===== src/rtl/twdbg_pkg.sv =====
package twdbg_pkg;

   localparam int HDR_BITS = 8;
   localparam int ACK_BITS = 3;

   typedef enum logic [2:0] {
      ST_IDLE,
      ST_HDR,
      ST_TRN1,
      ST_ACK,
      ST_RDATA,
      ST_TRN2,
      ST_WDATA
   } phase_e;

   localparam logic [ACK_BITS-1:0] ACK_OK    = 3'b001;
   localparam logic [ACK_BITS-1:0] ACK_WAIT  = 3'b010;
   localparam logic [ACK_BITS-1:0] ACK_FAULT = 3'b100;

   typedef struct packed {
      logic       sel_ap;
      logic       rnw;
      logic [1:0] addr;
   } req_t;

endpackage


===== src/rtl/twdbg_hdr_dec.sv =====
module twdbg_hdr_dec
   import twdbg_pkg::*;
(
   input  logic [HDR_BITS-1:0] hdr,
   output req_t                req,
   output logic                frame_ok,
   output logic                par_ok
);

   // bit positions follow the order in which the host sends them
   localparam int B_START = 0;
   localparam int B_SEL   = 1;
   localparam int B_DIR   = 2;
   localparam int B_A0    = 3;
   localparam int B_A1    = 4;
   localparam int B_PAR   = 5;
   localparam int B_STOP  = 6;
   localparam int B_PARK  = 7;

   always_comb begin
      req.sel_ap = hdr[B_SEL];
      req.rnw    = hdr[B_DIR];
      req.addr   = {hdr[B_A1], hdr[B_A0]};
      frame_ok   = hdr[B_START] & ~hdr[B_STOP] & hdr[B_PARK];
      par_ok     = (^hdr[B_A1:B_SEL]) == hdr[B_PAR];
   end

endmodule


===== src/rtl/twdbg_pad_drv.sv =====
module twdbg_pad_drv #(
   parameter bit LAUNCH_FALL = 1'b1
) (
   input  logic clk,
   input  logic rst_n,
   input  logic drv_en,
   input  logic drv_bit,
   output logic pad_out,
   output logic pad_oe
);

   generate
      if (LAUNCH_FALL) begin : g_fall
         always_ff @(negedge clk or negedge rst_n) begin
            if (!rst_n) begin
               pad_oe  <= 1'b0;
               pad_out <= 1'b0;
            end else begin
               pad_oe  <= drv_en;
               pad_out <= drv_en & drv_bit;
            end
         end
      end else begin : g_rise
         always_ff @(posedge clk or negedge rst_n) begin
            if (!rst_n) begin
               pad_oe  <= 1'b0;
               pad_out <= 1'b0;
            end else begin
               pad_oe  <= drv_en;
               pad_out <= drv_en & drv_bit;
            end
         end
      end
   endgenerate

endmodule


===== src/rtl/twdbg_port.sv =====
module twdbg_port
   import twdbg_pkg::*;
#(
   parameter int DATA_W      = 32,
   parameter bit LAUNCH_FALL = 1'b1
) (
   input  logic              clk,
   input  logic              rst_n,
   input  logic              dio_in,
   output logic              dio_out,
   output logic              dio_oe,
   output logic              bank_sel_ap,
   output logic [1:0]        bank_addr,
   output logic              bank_rd,
   output logic              bank_wr,
   output logic [DATA_W-1:0] bank_wdata,
   input  logic [DATA_W-1:0] bank_rdata,
   input  logic              bank_ready,
   input  logic              bank_fault
);

   localparam int              CNT_W    = $clog2(DATA_W + 1);
   localparam logic [CNT_W-1:0] CNT_ONE  = 1;
   localparam logic [CNT_W-1:0] CNT_HLST = HDR_BITS - 1;
   localparam logic [CNT_W-1:0] CNT_ALST = ACK_BITS - 1;
   localparam logic [CNT_W-1:0] CNT_DLST = DATA_W;

   generate
      if (DATA_W < HDR_BITS || DATA_W > 64) begin : g_bad_width
         $error("twdbg_port: DATA_W must lie in 8..64");
      end
   endgenerate

   phase_e              state_q;
   logic [CNT_W-1:0]    cnt_q;
   logic [HDR_BITS-1:0] hdr_q;
   logic [ACK_BITS-1:0] ack_q;
   logic [DATA_W:0]     dsr_q;   // data bits plus parity in the top bit

   req_t                req;
   logic                frame_ok;
   logic                par_ok;
   logic                hdr_good;
   logic [ACK_BITS-1:0] ack_sel;
   logic                drv_en;
   logic                drv_bit;

   twdbg_hdr_dec u_dec (
      .hdr      (hdr_q),
      .req      (req),
      .frame_ok (frame_ok),
      .par_ok   (par_ok)
   );

   assign hdr_good = frame_ok & par_ok;

   always_comb begin
      if (bank_fault)       ack_sel = ACK_FAULT;
      else if (!bank_ready) ack_sel = ACK_WAIT;
      else                  ack_sel = ACK_OK;
   end

   assign bank_sel_ap = req.sel_ap;
   assign bank_addr   = req.addr;
   assign bank_wdata  = dsr_q[DATA_W-1:0];
   assign bank_rd     = (state_q == ST_TRN1) & hdr_good & req.rnw & (ack_sel == ACK_OK);
   assign bank_wr     = (state_q == ST_WDATA) & (cnt_q == CNT_DLST)
                      & ((^dsr_q[DATA_W-1:0]) == dio_in);

   // sampling and sequencing on the rising edge
   always_ff @(posedge clk or negedge rst_n) begin
      if (!rst_n) begin
         state_q <= ST_IDLE;
         cnt_q   <= '0;
         hdr_q   <= '0;
         ack_q   <= '0;
         dsr_q   <= '0;
      end else begin
         case (state_q)
            ST_IDLE: begin
               if (dio_in) begin
                  hdr_q   <= HDR_BITS'(1);
                  cnt_q   <= CNT_ONE;
                  state_q <= ST_HDR;
               end
            end
            ST_HDR: begin
               hdr_q[cnt_q[2:0]] <= dio_in;
               cnt_q             <= cnt_q + CNT_ONE;
               if (cnt_q == CNT_HLST) state_q <= ST_TRN1;
            end
            ST_TRN1: begin
               cnt_q <= '0;
               if (hdr_good) begin
                  ack_q   <= ack_sel;
                  state_q <= ST_ACK;
                  if (bank_rd) dsr_q <= {^bank_rdata, bank_rdata};
               end else begin
                  state_q <= ST_IDLE;
               end
            end
            ST_ACK: begin
               if (cnt_q == CNT_ALST) begin
                  cnt_q   <= '0;
                  state_q <= (ack_q == ACK_OK && req.rnw) ? ST_RDATA : ST_TRN2;
               end else begin
                  cnt_q <= cnt_q + CNT_ONE;
               end
            end
            ST_RDATA: begin
               if (cnt_q == CNT_DLST) begin
                  cnt_q   <= '0;
                  state_q <= ST_TRN2;
               end else begin
                  cnt_q <= cnt_q + CNT_ONE;
               end
            end
            ST_TRN2: begin
               cnt_q   <= '0;
               state_q <= (ack_q == ACK_OK && !req.rnw) ? ST_WDATA : ST_IDLE;
            end
            ST_WDATA: begin
               dsr_q[cnt_q] <= dio_in;
               if (cnt_q == CNT_DLST) begin
                  cnt_q   <= '0;
                  state_q <= ST_IDLE;
               end else begin
                  cnt_q <= cnt_q + CNT_ONE;
               end
            end
            default: state_q <= ST_IDLE;
         endcase
      end
   end

   // what the pad should show in the coming half cycle
   always_comb begin
      drv_en  = (state_q == ST_ACK) | (state_q == ST_RDATA);
      drv_bit = (state_q == ST_ACK) ? ack_q[cnt_q[1:0]] : dsr_q[cnt_q];
   end

   twdbg_pad_drv #(.LAUNCH_FALL(LAUNCH_FALL)) u_pad (
      .clk     (clk),
      .rst_n   (rst_n),
      .drv_en  (drv_en),
      .drv_bit (drv_bit),
      .pad_out (dio_out),
      .pad_oe  (dio_oe)
   );

   p_strobe_excl_r11: assert property (@(posedge clk) disable iff (!rst_n)
      $onehot0({bank_rd, bank_wr}));

   p_wr_parity_r5: assert property (@(posedge clk) disable iff (!rst_n)
      bank_wr |-> ((^bank_wdata) == dio_in));

   p_rd_gated_r6: assert property (@(posedge clk) disable iff (!rst_n)
      bank_rd |-> (bank_ready && !bank_fault));

   p_rd_hdr_ok_r8: assert property (@(posedge clk) disable iff (!rst_n)
      bank_rd |-> (par_ok && frame_ok));

   p_ack_onehot_r2: assert property (@(posedge clk) disable iff (!rst_n)
      (state_q == ST_ACK) |-> ($countones(ack_q) == 1));

   p_turn_release_r10: assert property (@(posedge clk) disable iff (!rst_n)
      (LAUNCH_FALL && (state_q == ST_TRN1 || state_q == ST_TRN2)) |-> !dio_oe);

endmodule


===== config.mk =====
export PLATFORM = sky130hd
export DESIGN_NAME = twdbg_port
export DESIGN_NICKNAME = d
export VERILOG_FILES = /design/src/rtl/twdbg_pkg.sv /design/src/rtl/twdbg_hdr_dec.sv /design/src/rtl/twdbg_pad_drv.sv /design/src/rtl/twdbg_port.sv
export SDC_FILE = /design/constraint.sdc
export NUM_CORES = 1
export LEC_CHECK = 0
export ABC_AREA = 1
export BUFFER_PORTS_ARGS = -buffer_cell sky130_fd_sc_hd__buf_2
export CAP_MARGIN = 20
export CORE_ASPECT_RATIO = 0.7
export CORE_MARGIN = 2
export CORE_UTILIZATION = 25
export DETAILED_ROUTE_END_ITERATION = 10
export GPL_ROUTABILITY_DRIVEN = 0
export PLACE_DENSITY = 0.5
export SKIP_CTS_REPAIR_TIMING = 1
export SYNTH_ARGS = -nofsm -noshare
export SYNTH_HDL_FRONTEND = slang
export SYNTH_SLANG_ARGS = --single-unit
export TNS_END_PERCENT = 10

===== constraint.sdc =====
create_clock -name clk -period 1.9 [get_ports clk]
set_input_delay 0.095 -clock clk [delete_from_list [all_inputs] [get_ports clk]]
set_output_delay 0.095 -clock clk [all_outputs]
set_load 0.02 [all_outputs]

==> results of run 1 <==
sequential cells by signal (all words and copies together) (netlist names):
signal and flops:
ack_q 3, cnt_q 6, dsr_q 33, hdr_q 8, state_q 3, u_pad.pad_oe 1, u_pad.pad_out 1
final cells by class:
class | instances | area [sq um]
fill | 2263 | 13500
multi-input combinational | 678 | 3380
timing repair buffer | 218 | 1640
sequential | 55 | 1390
inverter | 99 | 419
tap | 276 | 345
clock buffer | 7 | 133
clock inverter | 1 | 30.0
Yosys cell counts, types with 2 or more instances:
| cell | instances |
|---|---|
| sky130_fd_sc_hd__a21oi_1 | 10 |
| sky130_fd_sc_hd__a22oi_1 | 10 |
| sky130_fd_sc_hd__a32oi_1 | 21 |
| sky130_fd_sc_hd__buf_4 | 35 |
| sky130_fd_sc_hd__buf_6 | 7 |
| sky130_fd_sc_hd__clkbuf_1 | 8 |
| sky130_fd_sc_hd__dfrtn_1 | 2 |
| sky130_fd_sc_hd__dfrtp_1 | 53 |
| sky130_fd_sc_hd__ha_1 | 3 |
| sky130_fd_sc_hd__inv_1 | 88 |
| sky130_fd_sc_hd__inv_2 | 10 |
| sky130_fd_sc_hd__nand2_1 | 403 |
| sky130_fd_sc_hd__nand2_2 | 7 |
| sky130_fd_sc_hd__nand3_1 | 26 |
| sky130_fd_sc_hd__nand4_1 | 5 |
| sky130_fd_sc_hd__nor2_1 | 51 |
| sky130_fd_sc_hd__nor2_2 | 3 |
| sky130_fd_sc_hd__nor3_1 | 3 |
| sky130_fd_sc_hd__nor3_4 | 2 |
| sky130_fd_sc_hd__nor3b_1 | 2 |
| sky130_fd_sc_hd__o2111ai_1 | 4 |
| sky130_fd_sc_hd__o21ai_0 | 55 |
| sky130_fd_sc_hd__o21ai_1 | 30 |
| sky130_fd_sc_hd__o22ai_1 | 6 |
| sky130_fd_sc_hd__o31ai_1 | 2 |
| sky130_fd_sc_hd__xnor2_1 | 12 |
| sky130_fd_sc_hd__xor2_1 | 12 |
layout by cell type, fill, tap and decap left out, types with 8 or more instances in the layout:
| cell type | instances |
|---|---|
| sky130_fd_sc_hd__buf_4 | 125 |
| sky130_fd_sc_hd__inv_1 | 84 |
| sky130_fd_sc_hd__o21ai_0 | 48 |
| sky130_fd_sc_hd__a22oi_1 | 9 |
| sky130_fd_sc_hd__buf_12 | 9 |
| sky130_fd_sc_hd__xnor2_1 | 11 |
| sky130_fd_sc_hd__nand2_1 | 392 |
| sky130_fd_sc_hd__a32oi_1 | 21 |
| sky130_fd_sc_hd__dfrtp_1 | 46 |
| sky130_fd_sc_hd__xor2_1 | 11 |
| sky130_fd_sc_hd__a21oi_1 | 10 |
| sky130_fd_sc_hd__o21ai_1 | 36 |
| sky130_fd_sc_hd__nand3_1 | 19 |
| sky130_fd_sc_hd__buf_2 | 72 |
| sky130_fd_sc_hd__buf_6 | 9 |
| sky130_fd_sc_hd__inv_4 | 8 |
| sky130_fd_sc_hd__nand2_2 | 17 |
| sky130_fd_sc_hd__nor2_1 | 46 |
kinds of logic after synthesis:
logic type      after synthesis  synth area share
compound gates              142             0.162
xor+xnor                     24            0.0396
fa+ha+maj                     3           0.00707
buf+inv                     151             0.142
flops                        55             0.259
mux                           1           0.00188
simple gates                508             0.388
power by group through the flow:
stage               logic [mW]  clock network, mW  registers, mW
floorplan                 4.39                  0           2.17
global placement          7.17                  0           2.05
detailed placement        7.23                  0           2.05
CTS                       7.26               1.11           2.03
global route              8.67               1.16           2.10
finish                    7.82               1.09           2.07
per-layer routing:
layer,part of all wire,vias to the layer above,wire [um],GRT usage
li1,-,3146,-,-
met1,0.53,2857,10900,0.305
met2,0.38,218,7870,0.235
met3,0.079,14,1630,0.0305
met4,0.0094,0,194,0.0368
met5,0,-,0,0
final timing paths:
check	endpoint	from	slack [ns]
setup / recovery	u_pad.pad_out	cnt_q[2]	-0.59
hold / removal	ack_q[2]	bank_fault	0.08
setup reg to reg	u_pad.pad_out	cnt_q[2]	-0.59
hold reg to reg	dsr_q[32]	dsr_q[32]	0.51
max in group asynchronous	u_pad.pad_oe	rst_n	0.48
min in group asynchronous	dsr_q[2]	rst_n	0.27
critical path: stages, from the launching register on:
cell and delay, ns:
sky130_fd_sc_hd__dfrtp_2 0.48, sky130_fd_sc_hd__clkinv_4 0.14, sky130_fd_sc_hd__nand3_4 0.13, sky130_fd_sc_hd__buf_4 0.13
sky130_fd_sc_hd__o21ai_0 0.06, sky130_fd_sc_hd__inv_1 0.06, sky130_fd_sc_hd__nand4_1 0.09, sky130_fd_sc_hd__nand2_1 0.07
sky130_fd_sc_hd__nand3_1 0.08, sky130_fd_sc_hd__nor2_1 0.11, sky130_fd_sc_hd__nor2_1 0.04
==> impl_summary.md, run 1 <==
Run status
The flow ran to the end, but the final reports show violations. The final reports fail on negative setup slack.

Worst hold path
The worst hold path class is primary input to register. Counting instances, the worst hold path has a depth of 3.

Die
In this run the standard cell core region covers 20800 sq um. The effective utilization at floorplan is 0.255. The die covers 22500 sq um. The initialized floorplan defines 44 standard-cell rows.

Measured along the x axis, the die boundary spans 178 um. The number of placed I/O pins is 76. Measured along the y axis, the die boundary spans 126 um.

Clock tree
The buffer levels on the longest clock path is 2. The cell at the root of the clock tree is sky130_fd_sc_hd__clkbuf_16. Clock tree synthesis inserted a total of 5 buffers. The total number of clock tree sinks is 55. TritonCTS built the clock tree. The insertion delay to the later sink of the worst-skew pair is 0.32 ns. Clock-pin slew was measured on the worst setup and hold paths at 0.08 ns. The H-tree was split into 2 levels.

Global route
The initial antenna violation count is 0. The global-route wire length before repair is 31500 um. Summed over all layers, the global routing overflow is 0. Entering global routing, the biggest net connects 34 pins. The number of global-route vias before repair is 5568. In the global route stage, overall resource usage came out at 0.182.

Setup path
The critical path start-end classification is register to register. The data required time of the critical path is around 1.1 ns. In this run the worst path has a maximum fanout of 5. Data arrives at the worst endpoint at between 1.5 and 2 ns. The category of the worst setup path launch point is a register. Counting cells, the worst reg-to-reg path comes to 10. The capturing element type of the critical path is a register.

Flow run
The number of max-capacitance violations reported is 0.

Placement
The worst slack at placement is -0.584 ns. Input and output buffers added on the ports amount to 75. The cell area after placement is 6710 sq um. The number of placed instances, taps included, is 1302.

The estimated wirelength of the detail-placed design is around 16000 um.

Power and ir drop
The total design power is 11.0 mW. Of the total power, combinational logic draws 0.712. The switching power summed over all nets is 5.62 mW. The worst IR drop on VDD is 577 uV. For this design the static power due to leakage is approximately 3.9 nW. Of the total power, the clock network draws 0.100. The share of total power dissipated in sequential elements is 0.188. Of the total power, the share spent switching nets is 0.512.

The total internal power is about 5.4 mW. Power spread over the standard cell area amounts to about 1500 nW/um^2.

Drt
In this run, the number of DRC markers left after iteration 0 of detailed routing was between 500 and 600. The detailed-router iteration count before antenna repair is 5. Wires add up to 20600 um. Summing over every cut layer, the via total after detailed routing is 6235.

The mean routed wirelength per cell is approximately 15 um. Dividing the detail-routed via count by the number of cells gives 4.67. The detailed-route DRC error count is 0. The post-detailed-route count of antenna-violating nets is 0.

STA
The number of hold violations in the final report was 0. The count of final max-slew check failures came to 0. The largest clock skew in the final design is about 0.023 ns. The count of final setup violators is 4. Setup repair after global routing could not meet its margin everywhere. The worst relative slew slack is 0.605. The worst hold slack across all endpoints is about 0.076 ns.

Across all setup checks in the final design, the least slack found is -0.588 ns. The transition time at the pin with the least slew margin is 0.593 ns. After routing, the total negative slack on setup checks comes to -1.08 ns.

Synthesis
After synthesis the netlist holds a flip-flop and latch count of between 50 and 60. The post-synthesis net count is about 920. Counting every instance in the synthesized netlist gives 884. The average size of a mapped cell is 6.01 sq um. During synthesis, Yosys emitted a total of 0 warnings. By area the synthesized netlist is led by sky130_fd_sc_hd__nand2_1, sky130_fd_sc_hd__dfrtp_1, sky130_fd_sc_hd__inv_1.

The share of the Yosys chip area taken by registers is 0.259. Yosys mapped a number of flops with a built-in enable equal to 0. After synthesis, the share of flip-flops with an asynchronous set or reset is 1.00. Of all cell types, the one taking the most synthesized area is sky130_fd_sc_hd__nand2_1. Counting distinct cell types in the post-synthesis netlist gives around 40.

The fraction of post-synthesis cell area in the top cell type by area is 0.285. In the synthesized netlist the dominant register cell turns out to be sky130_fd_sc_hd__dfrtp_1. The total standard cell area after synthesis is 5310 sq um.

Finish
Measured on the finished design, the core utilization comes to 0.352. The net count of the finished layout is about 1.1k. The count of placed standard cells in the final layout, fillers left out is 1334. Of the cells placed in the final design, the portion with a size suffix greater than 1 is 0.278. The synthesis-to-finish area growth is 38.0%. 0 antenna diodes ended up in the layout. With fillers left out, the area of the finished cells amounts to ~7300 sq um.
No activity file was read; power rests on OpenSTA's default activity.
==> run 2, diff against run 1 <==
--- a/config.mk
+++ b/config.mk
@@ -10,10 +10,10 @@
 export CAP_MARGIN = 20
 export CORE_ASPECT_RATIO = 0.7
 export CORE_MARGIN = 2
-export CORE_UTILIZATION = 25
+export CORE_UTILIZATION = 59
 export DETAILED_ROUTE_END_ITERATION = 10
 export GPL_ROUTABILITY_DRIVEN = 0
-export PLACE_DENSITY = 0.5
+export PLACE_DENSITY = 0.91
 export SKIP_CTS_REPAIR_TIMING = 1
 export SYNTH_ARGS = -nofsm -noshare
 export SYNTH_HDL_FRONTEND = slang
==> run 2 against run 1 <==
  * The flow still finishes with violations (negative setup slack)
  * Clock-buffer cell count down 2
  * Sequential cell count is the same
  * Die area is 56% lower
  * Wire length increased by 3.2%
  * First-iteration DRC count rose by 110%
  * Global-route usage increased by 20 points
  * Final cell count fell by 14%
  * Clock power increased by 4%
  * Via count grew 14%
==> impl_summary.md, run 2 (synthesis gave the netlist of run 1 again) <==
Placement
The total of buffers placed on input and output ports is 75 (unchanged). The worst slack at placement was -0.601 ns (-0.0178 ns). The number of placed cells counting well taps is 1131 (-13%). The estimated wirelength of the detail-placed design was 14100 um (-13%). The cell area after placement came to 6350 sq um (-5.3%).

Power and ir drop
The sequential cell fraction of total power came to 0.180 (-0.008). The power per cell area is 1660 nW/um^2 (+11%). The total internal power came to 5.33 mW (-0.49%).

The fraction of power consumed by the clock network is 0.099 (about the same). The leakage power total is 3.74 nW (-3.7%). The proportion of total power due to net switching is 0.532 (+0.0197).

The part of the power in combinational logic was 0.721 (+0.009). The switching power summed over all nets is 6.05 mW (+7.7%). The worst IR drop on VDD came to 660 uV (+14%). The total design power is 11.4 mW (+3.7%).

Run status
The final reports fail on negative setup slack. The run finished, with violations left.

Global route
The total routing resource utilization after global routing is 0.380 (+0.198). The global route total overflow is 0 (unchanged). The global-route wire length before repair is 30200 um (-4.3%).

The initial antenna violation count was 1 (+1). The number of global-route vias before repair came to 6065 (+8.9%). The maximum number of pins on one net before global-route repair came to 32 (-5.9%).

Setup path
The library cell contributing the largest single delay on the critical path is sky130_fd_sc_hd__dfrtp_2. The peak fanout along the critical path came to 6 (+1). The worst setup path is captured at a register. The endpoint arrival time on the critical path is 1.92 ns (+0.22 ns). The launch point of the worst reg-to-reg path is cnt_q[2]. The critical path is of the register to register type. The critical path starts at cnt_q[2].

The cell that appears most often on the critical path is sky130_fd_sc_hd__nor2_1. The signal on the critical path passes through buf_6 -> nand3_4 -> inv_2 -> nand2_1 -> o2111ai_2 -> o21ai_1 -> nand3_1 -> nor2_1 -> nor2_1. The worst setup path is launched from a register. The data required time of the critical path is 1.12 ns (about the same). The delay of the slowest cell on the worst path is 0.49 ns (about the same).

STA
The worst hold slack across all endpoints is 0.0934 ns (+0.0170 ns). The largest clock skew in the final design is 0.0234 ns (+0.000598 ns). Setup repair after global routing could not meet its margin everywhere. The count of final max-slew check failures is 0 (unchanged). The transition time at the pin with the least slew margin is 0.571 ns (-0.0219 ns). The worst relative slew slack was 0.619 (+0.0146). The count of final setup violators is 25 (+21). The setup slack after layout is -0.800 ns (-0.212 ns). The aggregate negative setup slack is -2.34 ns (-1.26 ns).

The number of hold violations in the final report is 0 (unchanged).

Finish
The final cell area excluding filler cells is 6870 sq um (-6.3%). The filler cell count came to 548 (-76%). The total area of multi-input combinational cells is 3460 sq um (+2.5%). The fraction of layout instances using a drive strength above 1 was 0.282 (+0.00367). The final net count is 1069 (-2.6%). The count of placed standard cells in the final layout, fillers left out is 1150 (-14%).

The number of inserted diodes is 0 (unchanged). dsr_q holds more flip-flops than any other register. The most common cell after layout, fill and taps aside is sky130_fd_sc_hd__nand2_1.

Compared with the post-synthesis result, the final layout area differs by 29.3%. The top cell types in the final layout, fill and taps aside, are sky130_fd_sc_hd__nand2_1, sky130_fd_sc_hd__buf_4, sky130_fd_sc_hd__inv_1. The storage element area was 1380 sq um (-0.27%).

The flip-flop count of the largest register after layout is 33 (unchanged). The share of the core filled with cells is 0.800 (+0.448). In the final layout, the registers with the most flip-flops are dsr_q (33), hdr_q (8), cnt_q (6).

Die
The effective utilization at floorplan is 0.619 (+0.364). The core area is 8580 sq um (-59%). The number of placed I/O pins was 76 (unchanged). The width of the die is 117 um (-34%). The floorplan die area is 9790 sq um (-56%). The placement row count came to 28 (-36%).

The overall die height is 83.4 um (-34%).

Clock tree
The clock-pin transition on the worst setup and hold timing paths is 0.08 ns (about the same). The deepest level of the CTS H-tree is 2 (unchanged). The total number of clock tree sinks came to 55 (unchanged). The insertion delay to the later sink of the worst-skew pair is 0.32 ns (about the same). TritonCTS built the clock tree. The number of clock buffers inserted by TritonCTS is 5 (unchanged). The buffer levels on the longest clock path came to 2 (unchanged). The cell sitting at the root of the clock tree is a sky130_fd_sc_hd__clkbuf_16.

Worst hold path
The worst hold path belongs to the class primary input to register. The startpoint of the lowest-slack hold path is bank_rdata[27].

Drt
The via count normalized by instance count is 6.16 (+32%). The first-iteration detailed-routing DRC count is 1198 (+110%). The mean routed wirelength per cell is 18.4 um (+20%). The detailed-router iteration count before antenna repair is 7 (+2). The post-detailed-route count of antenna-violating nets was 0 (unchanged). The detailed-route DRC error count was 0 (unchanged).

The total wirelength of the detailed-routed design is 21200 um (+3.2%). The routed via count is 7085 (+14%).

Flow run
The number of max-capacitance violations reported is 0 (unchanged).
==> run 2: worst max-delay path: cells and delay by family, from the launching register on <==
family                 cells  cell delay (ns)
and+or+nand+nor            5             0.56
AOI/OAI and AO/OA          2             0.32
DFF                        1             0.49
buffers and inverters      2             0.25
==> run 2: area by class of cell <==
class,count,share of cell area
clock buffers,5,0.0182
clock inverters,3,0.00692
inverters,99,0.0566
multi-input cells,678,0.504
flip-flops and latches,55,0.201
well taps,120,0.0219
repair buffers,190,0.191
==> run 2: path summary, 6_finish.rpt <==
check | slack, ns | cells past startpoint | to
worst max register to register | -0.80 | 9 | u_pad.pad_out
worst max-delay path | -0.80 | 9 | u_pad.pad_out
min in group asynchronous | 0.38 | 3 | dsr_q[21]
max in group asynchronous | 0.80 | 2 | u_pad.pad_out
worst min register to register | 0.51 | 2 | hdr_q[7]
worst min-delay path | 0.09 | 3 | dsr_q[27]
==> run 2: power groups by stage <==
stage | combinational (mW) | sequential (mW) | clock [mW]
final | 8.20 | 2.05 | 1.13
after global routing | 8.79 | 2.07 | 1.16
after CTS | 6.94 | 1.99 | 1.09
after detailed placement | 6.87 | 2.01 | 0
after global placement | 6.63 | 1.98 | 0
after floorplan | 4.39 | 2.17 | 0
==> run 2: layer usage <==
| layer | GRT usage | wire length, um |
|---|---|---|
| met4 | 0.135 | 1570 |
| met1 | 0.504 | 7630 |
| met3 | 0.144 | 3520 |
| met5 | 0 | 11 |
| met2 | 0.569 | 8490 |
